[config.mk]
export PLATFORM = sky130hd
export DESIGN_NAME = sdcmd_engine
export DESIGN_NICKNAME = d
export VERILOG_FILES = /design/src/rtl/sdcmd_pkg.sv /design/src/rtl/sdcmd_clkdiv.sv /design/src/rtl/sdcmd_crc7.sv /design/src/rtl/sdcmd_engine.sv
export SDC_FILE = /design/constraint.sdc
export NUM_CORES = 1
export LEC_CHECK = 0
export BUFFER_PORTS_ARGS = -buffer_cell sky130_fd_sc_hd__buf_4
export CAP_MARGIN = 20
export CORE_MARGIN = 4
export CORE_UTILIZATION = 25
export CTS_CLUSTER_SIZE = 8
export DETAILED_ROUTE_END_ITERATION = 10
export PLACE_DENSITY = 0.39
export REMOVE_ABC_BUFFERS = 1
export SLEW_MARGIN = 10
export SYNTH_ARGS = -nofsm -noshare
export SYNTH_HDL_FRONTEND = slang
export SYNTH_HIERARCHICAL = 1
export SYNTH_SLANG_ARGS = --single-unit
export TNS_END_PERCENT = 1
[constraint.sdc]
create_clock -name clk -period 2.5 [get_ports clk]
set_clock_uncertainty 0.1 [all_clocks]
set_input_delay 0.375 -clock clk [delete_from_list [all_inputs] [get_ports clk]]
set_output_delay 0.375 -clock clk [all_outputs]
set_load 0.02 [all_outputs]
[src/rtl/sdcmd_pkg.sv]
package sdcmd_pkg;
   typedef enum logic [1:0] {
      RSP_NONE      = 2'd0,
      RSP_SHORT     = 2'd1,
      RSP_LONG      = 2'd2,
      RSP_SHORT_RAW = 2'd3
   } rsp_kind_e;

   typedef enum logic [1:0] {
      RES_OK      = 2'd0,
      RES_TIMEOUT = 2'd1,
      RES_CRC     = 2'd2,
      RES_CODE    = 2'd3
   } result_e;

   typedef enum logic [2:0] {
      ST_IDLE, ST_SEND, ST_WAIT, ST_RECV, ST_CHECK
   } state_e;

   localparam int unsigned FRAME_BITS    = 48;
   localparam int unsigned BODY_BITS     = 40;
   localparam int unsigned CRC_W         = 7;
   localparam logic [6:0]  CRC_POLY      = 7'h09;
   localparam int unsigned SHORT_BITS    = 48;
   localparam int unsigned LONG_BITS     = 136;
   localparam int unsigned LONG_HDR_BITS = 8;
   localparam logic [7:0]  LONG_HDR      = 8'h3F;
   localparam logic [5:0]  IDX_EXEMPT    = 6'd41;
endpackage

[src/rtl/sdcmd_clkdiv.sv]
module sdcmd_clkdiv #(
   parameter int unsigned DIV = 5
) (
   input  logic clk,
   input  logic rst_n,
   output logic sd_clk,
   output logic fall_stb,
   output logic rise_stb
);
   localparam int unsigned CW   = (DIV > 1) ? $clog2(DIV) : 1;
   localparam int unsigned HALF = DIV / 2;

   if (DIV < 2) begin : g_bad_div
      $error("sdcmd_clkdiv: DIV must be at least 2");
   end

   logic [CW-1:0] cnt;

   assign fall_stb = (cnt == CW'(DIV - 1));
   assign rise_stb = (cnt == CW'(HALF - 1));

   always_ff @(posedge clk) begin
      if (!rst_n) begin
         cnt    <= '0;
         sd_clk <= 1'b0;
      end else begin
         cnt <= fall_stb ? '0 : cnt + 1'b1;
         if (fall_stb)      sd_clk <= 1'b0;
         else if (rise_stb) sd_clk <= 1'b1;
      end
   end
endmodule

[src/rtl/sdcmd_crc7.sv]
module sdcmd_crc7 #(
   parameter int unsigned W    = 7,
   parameter logic [W-1:0] POLY = 7'h09
) (
   input  logic         clk,
   input  logic         rst_n,
   input  logic         clr,
   input  logic         en,
   input  logic         din,
   output logic [W-1:0] crc
);
   if (W < 2) begin : g_bad_w
      $error("sdcmd_crc7: W must be at least 2");
   end

   logic fb;
   assign fb = crc[W-1] ^ din;

   always_ff @(posedge clk) begin
      if (!rst_n || clr) crc <= '0;
      else if (en)       crc <= {crc[W-2:0], 1'b0} ^ ({W{fb}} & POLY);
   end
endmodule

[src/rtl/sdcmd_engine.sv]
module sdcmd_engine
   import sdcmd_pkg::*;
#(
   parameter int unsigned DIV           = 5,
   parameter int unsigned TIMEOUT_SDCLK = 4096
) (
   input  logic         clk,
   input  logic         rst_n,
   input  logic         req,
   input  logic [5:0]   cmd_idx,
   input  logic [31:0]  cmd_arg,
   input  logic [1:0]   rsp_kind,
   output logic         busy,
   output logic         done,
   output logic [1:0]   result,
   output logic [31:0]  rsp_short,
   output logic [119:0] rsp_long,
   output logic         sd_clk,
   output logic         cmd_o,
   output logic         cmd_oe,
   input  logic         cmd_i
);
   localparam int unsigned BW = $clog2(LONG_BITS + 1);
   localparam int unsigned TW = $clog2(TIMEOUT_SDCLK + 1);

   if (TIMEOUT_SDCLK < 1) begin : g_bad_timeout
      $error("sdcmd_engine: TIMEOUT_SDCLK must be at least 1");
   end

   logic fall_stb, rise_stb;
   logic crc_clr, crc_en, crc_din;
   logic [CRC_W-1:0] crc_val;

   state_e              state;
   rsp_kind_e           kind_q;
   result_e             result_q;
   logic [5:0]          idx_q;
   logic [BODY_BITS-1:0] tx_sh;
   logic [LONG_BITS-1:0] rx_sh;
   logic [BW-1:0]       bit_n;
   logic [TW-1:0]       to_cnt;
   logic [BW-1:0]       rsp_last;
   logic [BW-1:0]       crc_off;
   logic                unused_rx_bit;

   sdcmd_clkdiv #(.DIV(DIV)) u_clkdiv (
      .clk(clk), .rst_n(rst_n), .sd_clk(sd_clk),
      .fall_stb(fall_stb), .rise_stb(rise_stb)
   );

   sdcmd_crc7 #(.W(CRC_W), .POLY(CRC_POLY)) u_crc (
      .clk(clk), .rst_n(rst_n), .clr(crc_clr), .en(crc_en),
      .din(crc_din), .crc(crc_val)
   );

   assign busy          = (state != ST_IDLE);
   assign result        = result_q;
   assign rsp_short     = rx_sh[SHORT_BITS-9:8];
   assign rsp_long      = rx_sh[LONG_BITS-9:8];
   assign unused_rx_bit = rx_sh[0];
   assign rsp_last      = (kind_q == RSP_LONG) ? BW'(LONG_BITS - 1) : BW'(SHORT_BITS - 1);
   assign crc_off       = BW'(FRAME_BITS - 2) - bit_n;

   // One CRC register: builds the frame checksum, then checks the reply.
   always_comb begin
      crc_clr = 1'b0;
      crc_en  = 1'b0;
      crc_din = cmd_i;
      unique case (state)
         ST_IDLE: crc_clr = req;
         ST_SEND: begin
            crc_din = tx_sh[BODY_BITS-1];
            crc_en  = fall_stb && (bit_n < BW'(BODY_BITS));
            crc_clr = fall_stb && (bit_n == BW'(FRAME_BITS));
         end
         ST_WAIT: crc_en = rise_stb && !cmd_i && (kind_q != RSP_LONG);
         ST_RECV: crc_en = rise_stb &&
                  ((kind_q == RSP_LONG) ?
                   ((bit_n >= BW'(LONG_HDR_BITS)) && (bit_n < BW'(LONG_BITS - 8))) :
                   (bit_n < BW'(BODY_BITS)));
         default: ;
      endcase
   end

   always_ff @(posedge clk) begin
      if (!rst_n) begin
         state    <= ST_IDLE;
         kind_q   <= RSP_NONE;
         result_q <= RES_OK;
         idx_q    <= '0;
         tx_sh    <= '0;
         rx_sh    <= '0;
         bit_n    <= '0;
         to_cnt   <= '0;
         cmd_o    <= 1'b1;
         cmd_oe   <= 1'b0;
         done     <= 1'b0;
      end else begin
         done <= 1'b0;
         unique case (state)
            ST_IDLE: if (req) begin
               kind_q <= rsp_kind_e'(rsp_kind);
               idx_q  <= cmd_idx;
               tx_sh  <= {2'b01, cmd_idx, cmd_arg};
               rx_sh  <= '0;
               bit_n  <= '0;
               state  <= ST_SEND;
            end
            ST_SEND: if (fall_stb) begin
               bit_n <= bit_n + 1'b1;
               if (bit_n < BW'(BODY_BITS)) begin
                  cmd_oe <= 1'b1;
                  cmd_o  <= tx_sh[BODY_BITS-1];
                  tx_sh  <= {tx_sh[BODY_BITS-2:0], 1'b0};
               end else if (bit_n < BW'(FRAME_BITS - 1)) begin
                  cmd_o <= crc_val[crc_off[2:0]];
               end else if (bit_n == BW'(FRAME_BITS - 1)) begin
                  cmd_o <= 1'b1;
               end else begin
                  cmd_oe <= 1'b0;
                  cmd_o  <= 1'b1;
                  to_cnt <= '0;
                  if (kind_q == RSP_NONE) begin
                     result_q <= RES_OK;
                     done     <= 1'b1;
                     state    <= ST_IDLE;
                  end else begin
                     state <= ST_WAIT;
                  end
               end
            end
            ST_WAIT: if (rise_stb) begin
               if (!cmd_i) begin
                  rx_sh <= {rx_sh[LONG_BITS-2:0], 1'b0};
                  bit_n <= BW'(1);
                  state <= ST_RECV;
               end else if (to_cnt == TW'(TIMEOUT_SDCLK - 1)) begin
                  result_q <= RES_TIMEOUT;
                  done     <= 1'b1;
                  state    <= ST_IDLE;
               end else begin
                  to_cnt <= to_cnt + 1'b1;
               end
            end
            ST_RECV: if (rise_stb) begin
               rx_sh <= {rx_sh[LONG_BITS-2:0], cmd_i};
               bit_n <= bit_n + 1'b1;
               if (bit_n == rsp_last) state <= ST_CHECK;
            end
            ST_CHECK: begin
               done  <= 1'b1;
               state <= ST_IDLE;
               unique case (kind_q)
                  RSP_SHORT: begin
                     if (crc_val != rx_sh[7:1])
                        result_q <= RES_CRC;
                     else if ((idx_q != IDX_EXEMPT) && (rx_sh[45:40] != idx_q))
                        result_q <= RES_CODE;
                     else
                        result_q <= RES_OK;
                  end
                  RSP_LONG: begin
                     if (crc_val != rx_sh[7:1])
                        result_q <= RES_CRC;
                     else if (rx_sh[LONG_BITS-1:LONG_BITS-8] != LONG_HDR)
                        result_q <= RES_CODE;
                     else
                        result_q <= RES_OK;
                  end
                  default: result_q <= RES_OK;
               endcase
            end
            default: state <= ST_IDLE;
         endcase
      end
   end
endmodule

==> results.txt, run 1 <==
DIE HEIGHT = 213 um
fin worst setup slack = 0.202 ns
period utilization = 91.9%
# Post-CTS Setup Buffers = 0
die width = 213 um
max_cap viols = 0
CTS tree = done
clock transition at the registers of the reported paths = 0.05 ns
largest net degree at the start of global routing = 116
row count = 74
clock root cell = clkbuf_16
critical path class = reg2reg
CP max FO = 9
EDFF count, synth = 0
pre-CTS setup slack = 0.176 ns
grt total ovfl = 0
WP data arrival = 2.64 ns
type of the most critical hold path = in2reg
RSZ-0062 raised after global routing = no
fin cells = 1738
most frequent cells in the layout = dfxtp_1, buf_4, nor2b_1
initial antenna violation count = 0
cts bufs inserted = 34
die footprint = 0.0452 mm^2
status = finished, final reports clean
DR vias = 7929
# placed instances = 1694
Pleak = 4.72 nW
cell taking the most area after synthesis = dfxtp_1
GRT Overall Usage = 12.0%
Pwr per Cell Area = 690 mW/mm^2
first-pass iteration count of the detailed router = 5
Diodes inserted = 0
DP Wirelength = 18700 um
crit path from = u_clkdiv/cnt[0]
vias in the first global route = 7570
Initial Utilization = 25.5%
clk sink count = 224
Warnings, synthesis = 6
crit-path max cell delay = 0.64 ns
Iter 0 DRT Violations = 474
#FFs+latches synth = 224
post-synthesis area per instance = 8.95 um^2
final setup fails = 0
most common cell after layout, fill and taps aside = dfxtp_1
Via density = 4.56
H-tree Lvls = 2
Critical Path RT = 2.84 ns
DRC = 0
main flop type after synthesis = dfxtp_1
ranking of synthesized cells by area = dfxtp_1, buf_4, a22oi_1
sequential element share of the synthesized area = 42.9%
Final Total Pwr = 8.62 mW
GPL Wtd Cong = 0.791
wire per inst = 16.2 um
Top-Level Pins = 203
cell chain of the critical path = inv_1 > ha_1 > and2_4 > nand2_1 > o31ai_2 > o211ai_2 > or4_2 > a21oi_1
DRT antenna net count = 0
asr flop ratio synth = 0%
post-synthesis cell type count = 66
Final Max Slew Viols = 0
RR Startpoint = u_clkdiv/cnt[0]
crit path max-delay cell type = or4_2
Startpoint Class = flop
final hold slack = 0.0348 ns
Clock Latency Late Sink = 0.51 ns
fraction of final layout cells sized beyond drive strength 1 = 23.8%
Net count, final = 1255
Least-Margin Pin Slew = 0.549 ns
core area = 0.0411 mm^2
synthesized netlist cell count = 1169
Layout Area Growth over Synthesis = 19.3%
Fin. Hold Viols = 0
Clock Path Buffers = 3
Final min period = 2.30 ns
Min-Delay Startpoint = rsp_kind[1]
Max VDD drop = 0.000422 V
Synth top area share = 42.9%
Max-slew headroom = 63.4%
Max Freq = 435 MHz
WP buf/inv = 1
Cell Area, Synth = 0.0105 mm^2
CP top delay family = simple AND/OR/NAND/NOR gates
Worst Setup End Kind = flop
I/O Buffers = 202
Detailed Route WL = 28200 um
first-pass GRT wire length = 44300 um
what timing repair did:
item	in CTS	in global routing
gates resized for setup	0	0
hold buffers	4	0
hold endpoints to repair	4	0
cells in the mapped netlist (4+ instances only):
| master | number |
|---|---|
| clkbuf_1 | 62 |
| a32o_1 | 5 |
| buf_2 | 17 |
| ha_1 | 9 |
| a311oi_1 | 38 |
| buf_4 | 154 |
| nor2_1 | 63 |
| xnor2_1 | 8 |
| nand2b_1 | 10 |
| dfxtp_1 | 224 |
| xor2_1 | 7 |
| or4_1 | 5 |
| nand3_1 | 18 |
| and3_1 | 6 |
| nand4_1 | 5 |
| a22oi_1 | 135 |
| a21boi_0 | 8 |
| mux2i_1 | 8 |
| o31ai_1 | 9 |
| nand2_1 | 111 |
| nor4_1 | 4 |
| inv_1 | 15 |
| a21oi_1 | 19 |
| a211oi_1 | 5 |
| or3_1 | 7 |
| nor2b_1 | 137 |
| a31oi_1 | 4 |
| o21ai_0 | 20 |
layer usage:
layer | vias up | GRT usage [%] | wire length, um
met5 | - | 0 | 0
met4 | 0 | 3.91 | 729
met3 | 41 | 2.89 | 1260
met1 | 3736 | 16.5 | 13000
met2 | 142 | 18.7 | 13200
li1 | 4010 | - | -
worst paths after layout:
path,end,slack [ns],cells after the start
max,to_cnt[7],0.20,8
min,kind_q[1],0.03,3
max reg2reg,to_cnt[7],0.20,8
min reg2reg,to_cnt[12],0.32,2
final cells by class:
type                    instances  area, um^2
well taps                     532         666
repair buffers                233        1880
flip-flops and latches        224        4480
inverters                      15        56.3
clock buffers                  36         878
clock inverters                 4        63.8
multi-input cells             694        4450
fillers                      4353       28600
worst register-to-register path, cell delays in order (launching register included):
cell      delay, ns
dfxtp_1        0.33
inv_1          0.07
ha_1           0.16
and2_4         0.20
nand2_1        0.11
o31ai_2        0.26
o211ai_2       0.21
or4_2          0.64
a21oi_1        0.15
metrics by stage:
step / utilization (%) / cell area, um^2 / TNS [ns]
6_report: 30.4 / 12500 / 0
3_5_place_dp: 28.0 / 11500 / 0
5_1_grt: 30.4 / 12500 / 0
4_1_cts: 30.4 / 12500 / 0
2_1_floorplan: - / 8960 / -273.72
3_3_place_gp: 28.0 / 11500 / 0
sequential cells by signal, indices dropped and copies added, names as in the netlist, 2 cells and up:
signal / count
to_cnt: 13
bit_n: 8
idx_q: 6
u_crc/crc: 7
rx_sh: 136
result: 2
u_clkdiv/cnt: 3
kind_q: 2
state: 3
tx_sh: 40
where the power goes:
| part | switching [mW] | leakage, nW | internal (mW) |
|---|---|---|---|
| sequential | 0.0545 | 1.82 | 3.67 |
| combinational | 0.424 | 2.44 | 0.279 |
| clock | 1.62 | 0.463 | 2.58 |
logic make-up after synthesis:
group,synth area share (%)
buffers and inverters,14.9
multiplexers,1.09
AO/OA/AOI/OAI,19.0
XOR/XNOR,1.26
AND/OR/NAND/NOR,19.9
flip-flops,42.9
adder cells (fa/ha/maj),1.08
No activity file was read; power rests on OpenSTA's default activity.
==> run 2: changes to the inputs <==
--- a/config.mk
+++ b/config.mk
@@ -11,7 +11,7 @@
 export CORE_UTILIZATION = 25
 export CTS_CLUSTER_SIZE = 8
 export DETAILED_ROUTE_END_ITERATION = 10
-export PLACE_DENSITY = 0.39
+export PLACE_DENSITY_LB_ADDON = 0.15
 export REMOVE_ABC_BUFFERS = 1
 export SLEW_MARGIN = 10
 export SYNTH_ARGS = -nofsm -noshare
==> results.txt, run 2 (same netlist as run 1, synthesis figures left out) <==
R2R Setup Slk = 0.21 ns (about the same)
Final min period = 2.29 ns (-0.0111 ns)
final hold slack = 0.0408 ns (+0.00602 ns)
# placed instances = 1690 (-0.24%)
CTS tree = done
Reg2Reg Depth = 8 (unchanged)
fin cells = 1731 (-0.40%)
Initial Utilization = 25.5% (unchanged)
Clock Latency Late Sink = 0.51 ns (about the same)
CP max FO = 9 (unchanged)
final core utilization = 30.1% (-0.28 points)
GRT Overall Usage = 11.8% (-0.17 points)
Fin. Hold Viols = 0 (unchanged)
Top-Level Pins = 203 (unchanged)
cts bufs inserted = 34 (unchanged)
biggest regs = rx_sh x136, tx_sh x40, to_cnt x13
Hold EP = tx_sh[12]
largest net degree at the start of global routing = 104 (-10%)
DR vias = 7939 (+0.13%)
Iter 0 DRT Violations = 354 (-25%)
grt total ovfl = 0 (unchanged)
FF/Latch Area = 0.00448 mm^2 (unchanged)
clock root cell = clkbuf_16
Pwr per Cell Area = 684 mW/mm^2 (-0.87%)
Worst R2R End = to_cnt[7]
period utilization = 91.5% (-0.44 points)
WP data arrival = 2.60 ns (-0.04 ns)
RR Startpoint = u_clkdiv/cnt[0]
multi-input logic area = 0.00445 mm^2 (unchanged)
most frequent cells in the layout = dfxtp_1, buf_4, nor2b_1
Layout Area Growth over Synthesis = 18.2%
most common cell after layout, fill and taps aside = dfxtp_1
first-pass GRT wire length = 44000 um (-0.59%)
fraction of final layout cells sized beyond drive strength 1 = 23.4% (-0.44 points)
core area = 0.0411 mm^2 (unchanged)
Pleak = 4.66 nW (-1.2%)
Max Freq = 437 MHz (+0.49%)
vias in the first global route = 7725 (+2.0%)
type of the most critical hold path = in2reg
Max VDD drop = 0.000328 V (-22%)
first-pass iteration count of the detailed router = 5 (unchanged)
critical path class = reg2reg
Via density = 4.59 (+0.53%)
post-CTS sizing = 0 (unchanged)
Biggest register = rx_sh
max reg flops = 136 (unchanged)
crit path from = u_clkdiv/cnt[0]
Least-Margin Pin Slew = 0.565 ns (+0.0161 ns)
Filler cells = 4420 (+1.5%)
DRT antenna net count = 0 (unchanged)
row count = 74 (unchanged)
Critical Path RT = 2.82 ns (-0.02 ns)
max_cap viols = 0 (unchanged)
DP Wirelength = 18200 um (-2.6%)
Detailed Route WL = 27700 um (-1.7%)
final setup fails = 0 (unchanged)
die width = 213 um (unchanged)
Max-slew headroom = 62.3% (-1.1 points)
initial antenna violation count = 0 (unchanged)
clock transition at the registers of the reported paths = 0.05 ns (about the same)
Worst Setup End Kind = flop
I/O Buffers = 202 (unchanged)
status = finished, final reports clean
H-tree Lvls = 2 (unchanged)
RSZ-0062 raised after global routing = no
fin area = 0.0124 mm^2 (-0.91%)
wire per inst = 16.0 um (-1.3%)
die footprint = 0.0452 mm^2 (unchanged)
Diodes inserted = 0 (unchanged)
clk sink count = 224 (unchanged)
DIE HEIGHT = 213 um (unchanged)
Net count, final = 1250 (-0.40%)
Final Max Slew Viols = 0 (unchanged)
Worst Hold Path Cells = 3 (unchanged)
DRC = 0 (unchanged)
placed cell areas = 0.0114 mm^2 (-0.59%)
GPL Wtd Cong = 0.783 (-0.92%)
Startpoint Class = flop
Clock Path Buffers = 3 (unchanged)
Min-Delay Startpoint = cmd_arg[12]
-- run 2: cell types whose count changed in the layout (fill, tap and decap cells not counted) --
cell	delta
buf_12	-3
dlygate4sd3_1	-1
clkbuf_8	-2
clkbuf_1	+1
inv_6	-2
clkinv_2	+1
buf_4	-1
-- run 2: worst max-delay path by stage --
stage	endpoint	slack, ns	cells past startpoint
5_1_grt	to_cnt[10]	0.05	9
2_1_floorplan	tx_sh[10]	-1.69	6
3_3_place_gp	to_cnt[7]	0.25	8
3_5_place_dp	to_cnt[7]	0.21	8
6_report	to_cnt[7]	0.21	8
4_1_cts	to_cnt[7]	0.20	8
-- run 2: final cells by class --
class,count,share of cell area (%)
clock inverters,3,0.415
inverters,15,0.455
repair buffers,228,14.6
well taps,532,5.38
flip-flops and latches,224,36.2
clock buffers,35,6.91
multi-input cells,694,36.0
-- run 2: power by group --
group / leakage, nW / total, mW / internal (mW) / switching, mW
Combinational: 2.40 / 0.668 / 0.260 / 0.408
Sequential: 1.82 / 3.73 / 3.67 / 0.0609
Clock: 0.445 / 4.07 / 2.50 / 1.57
Total: 4.66 / 8.47 / 6.43 / 2.03
-- run 2: per-layer routing --
metal	track usage [%]	up-vias	share of wire (%)
met3	2.48	39	4.1
met4	3.62	0	2.1
li1	-	3996	-
met1	16.1	3778	46
met5	0	-	0
met2	19.0	126	48
-- run 2: critical path, stage by stage (launching register included) --
cell,delay (ns)
dfxtp_1,0.33
inv_1,0.06
ha_1,0.16
and2_4,0.20
nand2_1,0.11
o31ai_2,0.29
o211ai_2,0.19
or4_2,0.62
a21oi_1,0.15
-- run 2: repair_timing --
item,CTS,global route
endpoints found under the setup margin,0,0
hold endpoints to repair,3,0
setup buffers,0,0
hold buffers,3,0
-- run 2: per-stage QoR --
step           worst slack [ns]  total power [mW]  setup TNS (ns)
2_1_floorplan             -1.69              4.19         -273.72
3_3_place_gp              0.250              4.48               0
3_5_place_dp              0.213              4.48               0
4_1_cts                   0.195              8.69               0
5_1_grt                  0.0451              8.87               0
6_report                  0.213              8.47               0
==> run 3: changes to the inputs <==
--- a/config.mk
+++ b/config.mk
@@ -11,7 +11,6 @@
 export CORE_UTILIZATION = 25
 export CTS_CLUSTER_SIZE = 8
 export DETAILED_ROUTE_END_ITERATION = 10
-export PLACE_DENSITY_LB_ADDON = 0.15
 export REMOVE_ABC_BUFFERS = 1
 export SLEW_MARGIN = 10
 export SYNTH_ARGS = -nofsm -noshare
==> results.txt, run 3 (same netlist as run 1, synthesis figures left out) <==
crit-path max cell delay = 0.67 ns (+0.05 ns)
grt total ovfl = 0 (unchanged)
first-pass iteration count of the detailed router = 5 (unchanged)
clock transition at the registers of the reported paths = 0.05 ns (about the same)
CP max FO = 16 (+7)
Top-Level Pins = 203 (unchanged)
WP data arrival = 2.65 ns (+0.05 ns)
RSZ-0062 raised after global routing = no
Layout Area Growth over Synthesis = 20.1%
Final min period = 2.31 ns (+0.0204 ns)
fin area = 0.0126 mm^2 (+1.5%)
Setup TNS = 0 ns (unchanged)
fin worst setup slack = 0.193 ns (-0.0204 ns)
pre-CTS setup slack = 0.209 ns (-0.00470 ns)
core area = 0.0411 mm^2 (unchanged)
Pleak = 4.74 nW (+1.8%)
GPL Wtd Cong = 0.854 (+9.0%)
Pwr per Cell Area = 682 mW/mm^2 (-0.41%)
DR vias = 8154 (+2.7%)
die footprint = 0.0452 mm^2 (unchanged)
first-pass GRT wire length = 40200 um (-8.8%)
Clock Path Buffers = 3 (unchanged)
Initial Utilization = 25.5% (unchanged)
Clock Latency Late Sink = 0.52 ns (about the same)
Worst Hold Path Cells = 3 (unchanged)
Filler cells = 4278 (-3.2%)
fin cells = 1753 (+1.3%)
I/O Buffers = 202 (unchanged)
Diodes inserted = 0 (unchanged)
cell chain of the critical path = nand2_1 > o31ai_2 > o211ai_2 > buf_4 > or4_1 > a21oi_1
Least-Margin Pin Slew = 0.639 ns (+0.0744 ns)
wire per inst = 14.7 um (-8.1%)
largest net degree at the start of global routing = 86 (-17%)
DRC = 0 (unchanged)
initial antenna violation count = 0 (unchanged)
max_cap viols = 0 (unchanged)
critical path class = reg2reg
placed cell areas = 0.0114 mm^2 (-0.22%)
cts bufs inserted = 34 (unchanged)
DRT antenna net count = 0 (unchanged)
Critical Path RT = 2.84 ns (+0.02 ns)
CTS tree = done
Final Total Pwr = 8.56 mW (+1.1%)
Fin. Hold Viols = 0 (unchanged)
post-CTS sizing = 0 (unchanged)
period utilization = 92.3% (+0.81 points)
Via density = 4.65 (+1.4%)
type of the most critical hold path = in2reg
fraction of final layout cells sized beyond drive strength 1 = 23.1% (-0.26 points)
Startpoint Class = flop
clk sink count = 224 (unchanged)
Net count, final = 1267 (+1.4%)
DIE HEIGHT = 213 um (unchanged)
H-tree Lvls = 2 (unchanged)
status = finished, final reports clean
DP Wirelength = 17200 um (-5.4%)
Max Freq = 433 MHz (-0.88%)
Worst Setup End Kind = flop
GRT Overall Usage = 10.7% (-1.1 points)
crit path max-delay cell type = dfxtp_1
max reg flops = 136 (unchanged)
Reg2Reg Depth = 6 (-2)
final setup fails = 0 (unchanged)
most common cell after layout, fill and taps aside = dfxtp_1
die width = 213 um (unchanged)
# placed instances = 1690 (unchanged)
most frequent cells in the layout = dfxtp_1, buf_4, nor2b_1
Max-slew headroom = 57.1% (-5.2 points)
Final Max Slew Viols = 0 (unchanged)
biggest regs = rx_sh x136, tx_sh x40, to_cnt x13
vias in the first global route = 7430 (-3.8%)
Max VDD drop = 0.000439 V (+34%)
row count = 74 (unchanged)
Iter 0 DRT Violations = 510 (+44%)
Biggest register = rx_sh
Detailed Route WL = 25800 um (-6.9%)
clock root cell = clkbuf_16
[run 3: what timing repair did]
action,4_1_cts,5_1_grt
hold buffers,20,0
hold endpoints to repair,20,0
setup buffers,0,0
[run 3: area by class of cell]
cell class              count  area (um^2)  area share [%]
flip-flops and latches    224         4480            35.7
multi-input cells         694         4450            35.5
repair buffers            245         1950            15.5
clock buffers              41          918            7.31
well taps                 532          666            5.30
inverters                  15         56.3           0.448
clock inverters             2         32.5           0.259
[run 3: power by group]
part	switching, mW	total [mW]	internal [mW]
sequential	0.0615	3.73	3.67
clock	1.59	4.15	2.55
combinational	0.406	0.681	0.275
[run 3: per-layer routing]
metal	track usage (%)	part of all wire, %
met1	14.5	46
met2	16.4	46
met3	2.73	5.9
met4	4.38	2.6
met5	0	0
[run 3: stage by stage]
stage | util, % | hold slack, ns
2_1_floorplan | - | 0.307
3_3_place_gp | 27.8 | 0.323
3_5_place_dp | 27.8 | 0.323
4_1_cts | 30.6 | 0.000155
5_1_grt | 30.6 | 0.0252
6_report | 30.6 | 0.0324
[run 3: critical path: cells and delay by family, from the launching register on]
family | cells | cell delay [ns]
AO/OA/AOI/OAI | 3 | 0.60
AND/OR/NAND/NOR | 2 | 0.67
flip-flops | 1 | 0.67
buffers and inverters | 1 | 0.19
[run 3: worst paths after layout]
kind,slack (ns),start,end
max,0.19,state[0],to_cnt[9]
max reg2reg,0.19,state[0],to_cnt[9]
min reg2reg,0.32,to_cnt[12],to_cnt[12]
min,0.03,cmd_idx[4],idx_q[4]
